--- src/rtl/nvm_refresh_pkg.sv ---
package nvm_refresh_pkg;

    localparam int REG_W = 8;

    // register selects on the controller bus
    typedef enum logic [2:0] {
        SEL_ADR_LO = 3'd0,
        SEL_ADR_HI = 3'd1,
        SEL_DATA   = 3'd2,
        SEL_CTRL   = 3'd3,
        SEL_KEY    = 3'd4
    } reg_sel_e;

    // control register bit positions
    localparam int CB_RD  = 0;
    localparam int CB_WR  = 1;
    localparam int CB_WEN = 2;
    localparam int CB_ERR = 3;
    localparam int CB_CFG = 6;
    localparam int CB_PGM = 7;

    localparam logic [REG_W-1:0] UNLOCK_FIRST  = 8'h55;
    localparam logic [REG_W-1:0] UNLOCK_SECOND = 8'hAA;

    typedef enum logic [3:0] {
        ST_IDLE,
        ST_SETUP,
        ST_ADRL,
        ST_ADRH,
        ST_RDCMD,
        ST_FETCH,
        ST_DATA,
        ST_KEY1,
        ST_KEY2,
        ST_GO,
        ST_POLL,
        ST_CLOSE
    } seq_state_e;

    // control word with array selects cleared (data array)
    function automatic logic [REG_W-1:0] ctrl_word(input logic rd, input logic wr, input logic wen);
        logic [REG_W-1:0] w;
        w         = '0;
        w[CB_RD]  = rd;
        w[CB_WR]  = wr;
        w[CB_WEN] = wen;
        w[CB_CFG] = 1'b0;
        w[CB_PGM] = 1'b0;
        return w;
    endfunction

endpackage

--- src/rtl/nvm_refresh_addr.sv ---
module nvm_refresh_addr
    import nvm_refresh_pkg::*;
#(
    parameter int LO_W = 8,
    parameter int HI_W = 2
) (
    input  logic            clk,
    input  logic            rst_n,
    input  logic            clr_i,
    input  logic            step_i,
    output logic [LO_W-1:0] lo_o,
    output logic [HI_W-1:0] hi_o,
    output logic            last_o
);

    typedef struct packed {
        logic [LO_W-1:0] lo;
        logic [HI_W-1:0] hi;
    } addr_t;

    addr_t addr_d, addr_q;
    logic  lo_wrap;

    always_comb begin
        addr_d  = addr_q;
        lo_wrap = &addr_q.lo;
        if (clr_i) begin
            addr_d = '0;
        end else if (step_i) begin
            addr_d.lo = addr_q.lo + 1'b1;
            if (lo_wrap) begin
                addr_d.hi = addr_q.hi + 1'b1;
            end
        end
    end

    always_ff @(posedge clk) begin
        if (!rst_n) begin
            addr_q <= '0;
        end else begin
            addr_q <= addr_d;
        end
    end

    assign lo_o   = addr_q.lo;
    assign hi_o   = addr_q.hi;
    // stepping from here would wrap the high part as well
    assign last_o = (&addr_q.lo) & (&addr_q.hi);

endmodule

--- src/rtl/nvm_refresh_bus.sv ---
module nvm_refresh_bus
    import nvm_refresh_pkg::*;
#(
    parameter int LO_W = 8,
    parameter int HI_W = 2
) (
    input  seq_state_e       state_i,
    input  logic [LO_W-1:0]  lo_i,
    input  logic [HI_W-1:0]  hi_i,
    input  logic [REG_W-1:0] data_i,
    output logic             wr_o,
    output logic             rd_o,
    output reg_sel_e         sel_o,
    output logic [REG_W-1:0] wdata_o
);

    always_comb begin
        wr_o    = 1'b0;
        rd_o    = 1'b0;
        sel_o   = SEL_CTRL;
        wdata_o = '0;
        unique case (state_i)
            ST_SETUP: begin
                wr_o    = 1'b1;
                sel_o   = SEL_CTRL;
                wdata_o = ctrl_word(1'b0, 1'b0, 1'b1);
            end
            ST_ADRL: begin
                wr_o    = 1'b1;
                sel_o   = SEL_ADR_LO;
                wdata_o = REG_W'(lo_i);
            end
            ST_ADRH: begin
                wr_o    = 1'b1;
                sel_o   = SEL_ADR_HI;
                wdata_o = REG_W'(hi_i);
            end
            ST_RDCMD: begin
                wr_o    = 1'b1;
                sel_o   = SEL_CTRL;
                wdata_o = ctrl_word(1'b1, 1'b0, 1'b1);
            end
            ST_FETCH: begin
                rd_o  = 1'b1;
                sel_o = SEL_DATA;
            end
            ST_DATA: begin
                wr_o    = 1'b1;
                sel_o   = SEL_DATA;
                wdata_o = data_i;
            end
            ST_KEY1: begin
                wr_o    = 1'b1;
                sel_o   = SEL_KEY;
                wdata_o = UNLOCK_FIRST;
            end
            ST_KEY2: begin
                wr_o    = 1'b1;
                sel_o   = SEL_KEY;
                wdata_o = UNLOCK_SECOND;
            end
            ST_GO: begin
                wr_o    = 1'b1;
                sel_o   = SEL_CTRL;
                wdata_o = ctrl_word(1'b0, 1'b1, 1'b1);
            end
            ST_POLL: begin
                rd_o  = 1'b1;
                sel_o = SEL_CTRL;
            end
            ST_CLOSE: begin
                wr_o    = 1'b1;
                sel_o   = SEL_CTRL;
                wdata_o = ctrl_word(1'b0, 1'b0, 1'b0);
            end
            default: begin
                wr_o = 1'b0;
            end
        endcase
    end

endmodule

--- src/rtl/nvm_refresh_seq.sv ---
module nvm_refresh_seq
    import nvm_refresh_pkg::*;
#(
    parameter int LO_W = 8,
    parameter int HI_W = 2
) (
    input  logic                 clk,
    input  logic                 rst_n,
    input  logic                 start_i,
    output logic                 busy_o,
    output logic                 done_o,
    output logic                 err_o,
    output logic [LO_W+HI_W-1:0] err_addr_o,
    output logic                 irq_mask_o,
    output logic                 reg_wr_o,
    output logic                 reg_rd_o,
    output logic [2:0]           reg_sel_o,
    output logic [7:0]           reg_wdata_o,
    input  logic [7:0]           reg_rdata_i
);

    localparam int ADDR_W = LO_W + HI_W;

    typedef struct packed {
        seq_state_e       st;
        logic [REG_W-1:0] data;
        logic             mask;
        logic             done;
        logic             err;
        logic [ADDR_W-1:0] err_addr;
    } seq_t;

    seq_t seq_d, seq_q;

    logic            addr_clr;
    logic            addr_step;
    logic [LO_W-1:0] addr_lo;
    logic [HI_W-1:0] addr_hi;
    logic            addr_last;
    reg_sel_e        bus_sel;

    nvm_refresh_addr #(
        .LO_W (LO_W),
        .HI_W (HI_W)
    ) u_addr (
        .clk    (clk),
        .rst_n  (rst_n),
        .clr_i  (addr_clr),
        .step_i (addr_step),
        .lo_o   (addr_lo),
        .hi_o   (addr_hi),
        .last_o (addr_last)
    );

    nvm_refresh_bus #(
        .LO_W (LO_W),
        .HI_W (HI_W)
    ) u_bus (
        .state_i (seq_q.st),
        .lo_i    (addr_lo),
        .hi_i    (addr_hi),
        .data_i  (seq_q.data),
        .wr_o    (reg_wr_o),
        .rd_o    (reg_rd_o),
        .sel_o   (bus_sel),
        .wdata_o (reg_wdata_o)
    );

    always_comb begin
        seq_d      = seq_q;
        seq_d.done = 1'b0;
        addr_clr   = 1'b0;
        addr_step  = 1'b0;
        unique case (seq_q.st)
            ST_IDLE: begin
                if (start_i) begin
                    seq_d.st       = ST_SETUP;
                    seq_d.mask     = 1'b1;
                    seq_d.err      = 1'b0;
                    seq_d.err_addr = '0;
                    addr_clr       = 1'b1;
                end
            end
            ST_SETUP: seq_d.st = ST_ADRL;
            ST_ADRL:  seq_d.st = ST_ADRH;
            ST_ADRH:  seq_d.st = ST_RDCMD;
            ST_RDCMD: seq_d.st = ST_FETCH;
            ST_FETCH: begin
                seq_d.data = reg_rdata_i;
                seq_d.st   = ST_DATA;
            end
            ST_DATA:  seq_d.st = ST_KEY1;
            ST_KEY1:  seq_d.st = ST_KEY2;
            ST_KEY2:  seq_d.st = ST_GO;
            ST_GO:    seq_d.st = ST_POLL;
            ST_POLL: begin
                if (reg_rdata_i[CB_ERR]) begin
                    seq_d.err      = 1'b1;
                    seq_d.err_addr = {addr_hi, addr_lo};
                    seq_d.st       = ST_CLOSE;
                end else if (!reg_rdata_i[CB_WR]) begin
                    if (addr_last) begin
                        seq_d.st = ST_CLOSE;
                    end else begin
                        addr_step = 1'b1;
                        seq_d.st  = ST_ADRL;
                    end
                end
            end
            ST_CLOSE: begin
                seq_d.st   = ST_IDLE;
                seq_d.mask = 1'b0;
                seq_d.done = 1'b1;
            end
            default: seq_d.st = ST_IDLE;
        endcase
    end

    always_ff @(posedge clk) begin
        if (!rst_n) begin
            seq_q <= '{st: ST_IDLE, default: '0};
        end else begin
            seq_q <= seq_d;
        end
    end

    assign busy_o     = (seq_q.st != ST_IDLE);
    assign done_o     = seq_q.done;
    assign err_o      = seq_q.err;
    assign err_addr_o = seq_q.err_addr;
    assign irq_mask_o = seq_q.mask;
    assign reg_sel_o  = bus_sel;

endmodule

--- config.mk ---
export PLATFORM = sky130hd
export DESIGN_NAME = nvm_refresh_seq
export DESIGN_NICKNAME = d
export VERILOG_FILES = /design/src/rtl/nvm_refresh_pkg.sv /design/src/rtl/nvm_refresh_addr.sv /design/src/rtl/nvm_refresh_bus.sv /design/src/rtl/nvm_refresh_seq.sv
export SDC_FILE = /design/constraint.sdc
export NUM_CORES = 1
export LEC_CHECK = 0
export ABC_AREA = 1
export ABC_CLOCK_PERIOD_IN_PS = 1890
export BUFFER_PORTS_ARGS = -buffer_cell sky130_fd_sc_hd__clkbuf_2
export CORE_UTILIZATION = 40
export CTS_CLUSTER_DIAMETER = 60
export DETAILED_ROUTE_END_ITERATION = 16
export SLEW_MARGIN = 30
export SYNTH_ARGS = -nofsm -noshare
export SYNTH_HDL_FRONTEND = slang
export SYNTH_SLANG_ARGS = --single-unit
--- constraint.sdc ---
create_clock -name clk -period 1.89 [get_ports clk]
set_input_delay 0.378 -clock clk [delete_from_list [all_inputs] [get_ports clk]]
set_output_delay 0.378 -clock clk [all_outputs]
set_load 0.05 [all_outputs]
## Word-level counts from Yosys, hierarchy flattened

Index checks and enable logic that the tools add are counted.

| cells by class | value |
|---|---|
| add/subtract/negate cells | 2 |
| eq/ne operators | 14 |
| multiplexer cells | 21 |
| bitwise logic cells | 2 |
| reductions and logical operators | 15 |

Operators with widths:

| operator | number |
|---|---|
| $pmux 8 s8 | 1 |
| $pmux 4 s11 | 1 |
| $mux 11 | 2 |
| $pmux 11 s2 | 1 |
| $eq 4x3->1 const B | 4 |
| $eq 4x4->1 const B | 4 |
| $mux 4 | 4 |
| $pmux 3 s4 | 1 |
| $mux 1 | 10 |
| $reduce_and 9->1 | 1 |
| $reduce_or 9->1 | 1 |
| $add 8x1->8 const B | 1 |
| $eq 4x2->1 const B | 2 |
| $reduce_and 8->1 | 1 |
| $reduce_or 2->1 | 4 |
| $reduce_and 2->1 | 3 |
| $eq 4x1->1 const B | 1 |
| $logic_not 4->1 | 1 |
| $ne 2x2->1 const B | 2 |
| $reduce_bool 2->1 | 2 |
| $reduce_bool 4->1 | 1 |
| $ne 3x3->1 const B | 1 |
| $reduce_and 3->1 | 1 |
| $add 2x1->2 const B | 1 |
| 3 further kinds | 3 |

| storage, ports and cells | value |
|---|---|
| register bits | 35 |
| input bits | 11 |
| output and inout bits | 27 |
| logic and storage cells | 62 |

## Depth between registers and ports, before layout

Gate-level depths: netlist of run 1.

| logic depth | value |
|---|---|
| depth after elaboration | 7 |
| gate-level depth with buffers | 10 |
| mapped depth without buffers | 10 |

## By module

Synthesis of run 1 repeated with hierarchy kept, for this count alone.

| second synthesis, totals | value |
|---|---|
| cell total of the unflattened synthesis | 271 |
| area total of the unflattened synthesis | 1,893.1 µm² |

By module, submodules not included:

| module | times used | cells each | area an instance (µm²) | sequential area each (µm²) |
|---|---|---|---|---|
| nvm_refresh_seq | 1 | 145 | 1,111.1 | 500.5 |
| nvm_refresh_addr | 1 | 64 | 483.0 | 200.2 |
| nvm_refresh_bus | 1 | 62 | 299.0 | 0.0 |

## Least setup slack after synthesis of run 1

OpenSTA, ideal clock, no wires.

| timing path | value |
|---|---|
| kind | flip-flop to output port |
| start point | register seq_q[21] in the netlist's numbering |
| end point | output reg_wr_o |
| arrival time | 2.715 ns |
| required time | 1.512 ns |
| setup slack | -1.203 ns |
| stages on the path, launching flop included | 6 |
| buffers on the path | 0 |
| path through | dfxtp_1 > nor2_1 > nand2_1 > nand2_1 > a21oi_1 > o2111ai_1 |

| between the ends | value |
|---|---|
| cells in the longest elaborated chain, start to end | 3 |
| elaborated cells on any way between the ends | 11 |
| classes of those cells | eq/ne: 9; mux: 1; reduce/logical: 1 |

Ends and longest elaborated chain:

| what | line | source |
|---|---|---|
| start, declared | nvm_refresh_seq.sv:33 | `seq_t seq_d, seq_q;` |
| start signal, assigned | nvm_refresh_seq.sv:123 | `seq_q <= seq_d;` |
| $eq 4x4->1, or another cell as far along | nvm_refresh_bus.sv:22 | `unique case (state_i)` |
| $reduce_or 9->1 (no source line) (*) | n/a |  |
| $mux 1 (*) | nvm_refresh_bus.sv:22 |  |
| end, declared | nvm_refresh_seq.sv:15 | `output logic reg_wr_o,` |

Every way passes the cells marked *; elsewhere a longest branch is shown, timed or not.

## Final worst setup path of run 1

| timing path | value |
|---|---|
| start point | register seq_q[22] in the netlist's numbering |
| end point | output reg_wdata_o[0] |

| between the ends | value |
|---|---|
| cells in the longest elaborated chain, start to end | 2 |
| elaborated cells on any way between the ends | 9 |
| classes of those cells | eq/ne: 8; mux: 1 |

Ends and longest elaborated chain:

| what | line | source |
|---|---|---|
| $eq 4x4->1, or another cell as far along | nvm_refresh_bus.sv:22 |  |
| $pmux 8 s8 (*) | nvm_refresh_bus.sv:22 |  |
| end, declared | nvm_refresh_seq.sv:18 | `output logic [7:0] reg_wdata_o,` |

Marked as above.

==> impl_metrics.py, run 1 <==
metrics = {
    "die": {
        "die_y_um": 68.7,
        "rows": 23,
        "design.die.area_um2": 4730,
        "ios": 38,
        "initial_core_util_pct": 43.0,
        "die_x_um": 68.7,
        "core_area_um2": 4140,
    },
    "synthesis": {
        "ys_top_cells_by_area": "sky130_fd_sc_hd__dfxtp_1 39%, sky130_fd_sc_hd__nand2_1 13%, sky130_fd_sc_hd__a21oi_1 6.5%, sky130_fd_sc_hd__nor2_1 5.9%, sky130_fd_sc_hd__o21ai_0 5.1%",
        "count_of_state_elements_after_synthesis": 35,
        "yosysTopAreaCellShare_pct": 39.3,
        "synth_cell_type_count": 30,
        "syn_avg_cell_area_um2": 7.13,
        "yosysSeqAreaShare_pct": 39.3,
        "cells_after_synth": 250,
        "yosys_warnings": 0,
        "synth_area_leader_cell": "sky130_fd_sc_hd__dfxtp_1",
        "synthesis.nets": 263,
        "synthesis.area_um2": 1780,
    },
    "critical_path": {
        "r2r_start": "seq_q[22]",
        "setup.reg_to_reg.worst_slack_ns": 0,
        "worstSetupStartpointType": "flop",
        "critical_path.max_fanout": 7,
        "worstPathArrival_ns": 1.56,
        "worst-setup-path-type": "reg -> out",
        "endpoint_kind": "primary output",
        "crit-reg2reg-capture": "u_addr.lo_o[4]",
        "reg2regPathDepth": 14,
        "worst-endpoint-required_ns": 1.51,
    },
    "cts": {
        "htree_levels": 2,
        "clock_sink_count": 35,
        "path_clk_slew_ns": 0.08,
        "clk_buf_depth": 2,
        "holdBufCountCts": 0,
        "clk-insertion-delay-late_ns": 0.30,
        "cts-root-buf": "sky130_fd_sc_hd__clkbuf_8",
        "cts_inserted_buffers": 5,
        "cts_tree": "done",
    },
    "layout": {
        "finish.utilization_pct": 60.4,
        "final_cell_area_um2": 2500,
        "finish.cell_count_without_fillers": 357,
        "antenna-diode-count": 0,
        "area_delta_synth_final_pct": 40.4,
        "final_layout_size_suffix_gt1_share_pct": 39.1,
        "mostFrequentLayoutCell": "sky130_fd_sc_hd__nand2_1",
        "num-nets-final": 319,
        "most_frequent_cells_in_the_layout": "56 x sky130_fd_sc_hd__nand2_1, 31 x sky130_fd_sc_hd__dfxtp_1, 25 x sky130_fd_sc_hd__clkbuf_2",
    },
    "placed_design": {
        "gp_routability_congestion": 0.904,
        "dpl_worst_slack_ns": 0.116,
        "count_of_port_buffers_added_during_placement": 37,
        "dp_cells": 332,
        "dp_hpwl_um": 3230,
        "place_area_um2": 2060,
    },
    "worst_hold_path": {
        "min_path_cells": 3,
        "hold_class": "in -> reg",
        "hold_end": "seq_q[15]",
        "timing.hold.worst.start": "reg_rdata_i[2]",
    },
    "timing": {
        "timing.setup.tns_ns": -0.267,
        "fin_skew_ns": 0.00605,
        "report.final.slew_viol_count": 0,
        "max_slew.worst_pin.slew_ns": 0.343,
        "timing.final.hold_violations": 0,
        "fmax_mhz": 516,
        "final_period_minus_worst_setup_slack_ns": 1.94,
        "maxSlewHeadroom_pct": 76.5,
        "grt_setup_unrepaired": "yes",
        "worst_slack_ns": -0.0473,
        "layout_worst_path_cycle_share_pct": 103,
        "setup_viol_count_final": 6,
        "whs_ns": 0.319,
    },
    "route": {
        "num_vias": 1802,
        "wire_per_inst_um": 13.1,
        "detail_route.vias_per_cell": 5.05,
        "detailedRoute.firstPassIterationCount": 4,
        "final_antenna_net_count": 0,
        "routed_wl_um": 4680,
        "drt_iter0_drc": 105,
        "drc_violation_count_after_routing": 0,
    },
    "run_status": {
        "failed_checks": "setup timing",
        "outcome": "complete, but fails checks",
    },
    "pwr": {
        "p_leak_nw": 1.07,
        "totalPowerFinal_mw": 1.81,
        "powerDensity_nw_per_um2": 724,
        "irDropWorstVdd_mv": 0.521,
    },
    "global_routing": {
        "grt_overflow_total": 0,
        "global_route_wire_length_before_repair_um": 7290,
        "via_count_of_the_first_global_routing_pass": 1552,
        "grt_antenna_before_repair": 0,
        "global_route.usage.total_pct": 21.6,
        "grt_max_degree": 13,
    },
    "job": {
        "drv.max_cap_violation_count": 0,
    },
}
## critical path, stage by stage, from the launching register on
cell                       delay (ns)
sky130_fd_sc_hd__dfxtp_4         0.40
sky130_fd_sc_hd__inv_4           0.05
sky130_fd_sc_hd__nor2_4          0.10
sky130_fd_sc_hd__inv_4           0.07
sky130_fd_sc_hd__nor2_4          0.10
sky130_fd_sc_hd__inv_2           0.07
sky130_fd_sc_hd__o221ai_1        0.21
sky130_fd_sc_hd__clkbuf_8        0.24
## cell usage after synthesis, drive strengths merged
master	instances
a2111oi	1
and3	1
o21ai	18
o2111ai	3
inv	31
o221ai	1
clkinv	1
o211ai	5
nand4	3
clkbuf	1
a211oi	1
ha	2
dfxtp	35
nor2	35
xor2	2
buf	12
nand2	66
nor3	2
nand3	7
a21oi	23
## cell families (layout without fill, tap and decap cells)
kind of cell	after synthesis	after routing	share of synthesized area, %
flops	35	35	39.3
fa+ha+maj	2	2	1.40
compound gates	52	52	16.5
xor+xnor	2	2	0.983
simple gates	114	114	29.7
buf+inv	45	102	12.1
## routing by layer
metal	wire (µm)	share of wire (%)	vias up	global-route usage (%)
met5	0	0	-	0
met3	352	7.5	8	6.74
met4	74	1.6	0	6.89
met1	2150	46	807	28.6
li1	-	-	916	-
met2	2100	45	71	33.2
## power by group
| group | switching (mW) | total [mW] | internal, mW | leakage [nW] |
|---|---|---|---|---|
| clock network | 0.296 | 0.689 | 0.393 | 0.0581 |
| registers | 0.0174 | 0.766 | 0.749 | 0.285 |
| logic | 0.226 | 0.356 | 0.131 | 0.724 |
## worst max path at each step
stage,startpoint,endpoint,slack [ns]
6_report,seq_q[22],reg_wdata_o[0],-0.05
2_1_floorplan,seq_q[22],reg_wdata_o[2],-0.05
4_1_cts,seq_q[22],reg_wdata_o[4],-0.04
3_5_place_dp,seq_q[24],reg_sel_o[0],0.12
3_3_place_gp,seq_q[24],reg_sel_o[0],0.12
5_1_grt,seq_q[22],reg_wdata_o[4],-0.12
## flip-flops by register name, summed over array words and instances, names as in the netlist
name         cells
irq_mask_o       1
err_o            1
u_addr.lo_o      8
u_addr.hi_o      2
err_addr_o      10
done_o           1
seq_q           12
## timing repair
item,CTS,global route
endpoints found under the hold margin,0,0
resized for setup,29,33
cloned,0,0
setup buffers,8,9
endpoints found under the setup margin,11,22
pin swaps,4,9
## area by class of cell
type | instances | area [µm²]
Timing Repair Buffer | 62 | 478
Fill cell | 382 | 1640
Tap cell | 50 | 62.6
Clock buffer | 5 | 68.8
Sequential cell | 35 | 716
Clock inverter | 3 | 43.8
Multi-Input combinational cell | 170 | 1000
Inverter | 32 | 130
Power figures use the tool's default switching activity.
==> run 2: changes to the inputs <==
Settings changed: SETUP_SLACK_MARGIN set to 0.15, SYNTH_HIERARCHICAL set to 1.
==> run 2 against run 1 <==
Against the previous run:
- synthesized area grew 6.3%
- synthesized cell count grew 8.4%
- die area grew 6.1%
- clock-buffer cell count is the same
- sequential cell count is the same
- critical path depth is the same
- the flow now finishes without violations
==> impl_metrics.py, run 2 <==
metrics = {
    "global_routing": {
        "global_route_wire_length_before_repair_um": 7980,
        "global_route.usage.total_pct": 20.3,
        "via_count_of_the_first_global_routing_pass": 1780,
        "grt_max_degree": 14,
        "grt_antenna_before_repair": 0,
        "grt_overflow_total": 0,
    },
    "synthesis": {
        "synth-edff-count": 0,
        "synth_area_leader_cell": "sky130_fd_sc_hd__dfxtp_1",
        "post-synth-top-count-cell": "sky130_fd_sc_hd__nand2_1",
        "yosys_warnings": 6,
        "synth_top_flop_cell": "sky130_fd_sc_hd__dfxtp_1",
        "count_of_state_elements_after_synthesis": 35,
        "ys_top_cells_by_area": "sky130_fd_sc_hd__dfxtp_1 37%, sky130_fd_sc_hd__nand2_1 14%, sky130_fd_sc_hd__nor2_1 7.9%, sky130_fd_sc_hd__inv_1 5.8%, sky130_fd_sc_hd__a21oi_1 4.2%",
        "synthArstFlopShare_pct": 0,
        "synth_cell_type_count": 29,
        "cells_after_synth": 271,
        "synthesis.nets": 284,
        "yosysTopAreaCellShare_pct": 37.0,
        "yosysSeqAreaShare_pct": 37.0,
        "syn_avg_cell_area_um2": 6.99,
        "synthesis.area_um2": 1890,
        "netlist_top_cells_count": "69 x sky130_fd_sc_hd__nand2_1, 40 x sky130_fd_sc_hd__nor2_1, 35 x sky130_fd_sc_hd__dfxtp_1",
    },
    "die": {
        "die_x_um": 70.8,
        "initial_core_util_pct": 42.6,
        "design.die.area_um2": 5010,
        "ios": 38,
        "rows": 24,
        "die_y_um": 70.8,
        "core_area_um2": 4440,
    },
    "critical_path": {
        "crit-reg2reg-capture": "u_addr/hi_o[1]",
        "worst-endpoint-required_ns": 1.51,
        "worstPathArrival_ns": 1.44,
        "worst-setup-path-type": "reg -> out",
        "endpoint": "reg_sel_o[0]",
        "r2r_start": "seq_q[23]",
        "worstSetupStartpointType": "flop",
        "worst_setup_path_startpoint": "seq_q[22]",
        "reg2regPathDepth": 10,
        "endpoint_kind": "primary output",
        "critical_path.max_fanout": 5,
        "setup.reg_to_reg.worst_slack_ns": 0.14,
    },
    "timing": {
        "layout_worst_path_cycle_share_pct": 96.3,
        "setup_viol_count_final": 0,
        "whs_ns": 0.298,
        "timing.final.hold_violations": 0,
        "report.final.slew_viol_count": 0,
        "max_slew.worst_pin.slew_ns": 0.449,
        "worst_slack_ns": 0.0706,
        "timing.setup.tns_ns": 0,
        "final_period_minus_worst_setup_slack_ns": 1.82,
        "maxSlewHeadroom_pct": 70.0,
        "fmax_mhz": 550,
        "fin_skew_ns": 0.00350,
        "grt_setup_unrepaired": "yes",
    },
    "layout": {
        "area_delta_synth_final_pct": 45.3,
        "finish.cell_count_without_fillers": 379,
        "sequential_cell_area_um2": 726,
        "mostFrequentLayoutCell": "sky130_fd_sc_hd__nand2_1",
        "regMostFlops": "seq_q",
        "num-nets-final": 339,
        "final_layout_size_suffix_gt1_share_pct": 44.6,
        "most_frequent_cells_in_the_layout": "58 x sky130_fd_sc_hd__nand2_1, 30 x sky130_fd_sc_hd__nor2_1, 27 x sky130_fd_sc_hd__dfxtp_1",
        "layout.filler_cells": 396,
        "multi_input_area_um2": 1200,
        "finish.utilization_pct": 61.9,
        "final_cell_area_um2": 2750,
        "antenna-diode-count": 0,
        "largest_register_ffs": 12,
    },
    "job": {
        "drv.max_cap_violation_count": 0,
    },
    "route": {
        "drt_iter0_drc": 149,
        "final_antenna_net_count": 0,
        "detail_route.vias_per_cell": 5.11,
        "drc_violation_count_after_routing": 0,
        "num_vias": 1938,
        "detailedRoute.firstPassIterationCount": 12,
        "routed_wl_um": 5320,
        "wire_per_inst_um": 14.0,
    },
    "cts": {
        "cts-root-buf": "sky130_fd_sc_hd__clkbuf_8",
        "clock_sink_count": 35,
        "cts_tree": "done",
        "path_clk_slew_ns": 0.08,
        "clk_buf_depth": 2,
        "cts_inserted_buffers": 5,
        "clk-insertion-delay-late_ns": 0.29,
        "htree_levels": 2,
    },
    "pwr": {
        "p_comb_share_pct": 21.5,
        "switching_power_mw": 0.576,
        "powerDensity_nw_per_um2": 677,
        "p_leak_nw": 1.26,
        "irDropWorstVdd_mv": 0.330,
        "p_clk_share_pct": 37.4,
        "internal-power_mw": 1.29,
        "register_share_of_total_power_pct": 41.1,
        "totalPowerFinal_mw": 1.86,
        "switching_share_pct": 30.9,
    },
    "worst_hold_path": {
        "hold_class": "in -> reg",
        "timing.hold.worst.start": "reg_rdata_i[5]",
    },
    "placed_design": {
        "count_of_port_buffers_added_during_placement": 37,
        "dp_cells": 359,
        "place_area_um2": 2150,
        "dp_hpwl_um": 3310,
        "gp_routability_congestion": 0.840,
        "dpl_worst_slack_ns": 0.0891,
    },
    "run_status": {
        "outcome": "finished clean",
    },
}
-- run 2: changes by cell type after synthesis, moves of 3 or more --
cell and delta:
sky130_fd_sc_hd__a21oi_2 +5, sky130_fd_sc_hd__o2111ai_1 -3, sky130_fd_sc_hd__nor2_1 +12, sky130_fd_sc_hd__inv_2 -7
sky130_fd_sc_hd__o21ai_1 +4, sky130_fd_sc_hd__nand3_1 +8, sky130_fd_sc_hd__o21ai_0 -3, sky130_fd_sc_hd__inv_1 +6
sky130_fd_sc_hd__a21oi_1 -7, sky130_fd_sc_hd__nand2_1 +6, sky130_fd_sc_hd__o211ai_1 -5
-- run 2: worst min path at each step --
stage	to	slack, ns	cells past startpoint
after detailed placement	err_addr_o[1]	0.45	2
final	seq_q[18]	0.30	3
after floorplan	err_addr_o[1]	0.44	2
after CTS	seq_q[18]	0.30	3
after global placement	err_addr_o[5]	0.45	2
after global routing	seq_q[18]	0.31	3
-- run 2: repair_timing --
item,CTS,global route
resized for setup,56,67
setup endpoints to repair,19,25
pin swaps,6,22
hold buffers,0,0
setup buffers,2,10
-- run 2: cell type report --
cell class | count | share of cell area (%)
clock buffer | 5 | 2.50
tap | 52 | 2.37
inverter | 30 | 4.46
clock inverter | 3 | 1.59
multi-input combinational | 193 | 43.8
sequential | 35 | 26.4
timing repair buffer | 61 | 18.9
-- run 2: critical path, stage by stage, from the launching register on --
cell and delay (ns):
sky130_fd_sc_hd__dfxtp_4 0.36, sky130_fd_sc_hd__buf_8 0.15, sky130_fd_sc_hd__nand2_4 0.08, sky130_fd_sc_hd__inv_2 0.05, sky130_fd_sc_hd__nand2_4 0.11, sky130_fd_sc_hd__nand3_4 0.09
sky130_fd_sc_hd__o21bai_4 0.15, sky130_fd_sc_hd__buf_8 0.15
-- run 2: cell families after synthesis --
| kind of cell | count (synthesis) | synth area share (%) |
|---|---|---|
| AND/OR/NAND/NOR | 148 | 37.4 |
| AO/OA/AOI/OAI | 43 | 13.0 |
| adder cells (fa/ha/maj) | 2 | 1.32 |
| flip-flops | 35 | 37.0 |
| buffers and inverters | 43 | 11.3 |
-- run 2: power groups by stage --
stage,logic (mW),clock network (mW),registers [mW]
after floorplan,0.200,0,0.789
after global placement,0.280,0,0.777
after detailed placement,0.279,0,0.778
after CTS,0.335,0.710,0.764
after global routing,0.424,0.733,0.766
final,0.400,0.696,0.765
-- run 2: layer usage --
metal	GRT usage [%]	vias up	wire, µm
li1	-	969	-
met1	26.7	882	2350
met2	32.3	79	2540
met3	3.99	8	332
met4	9.56	0	92
met5	0	-	0
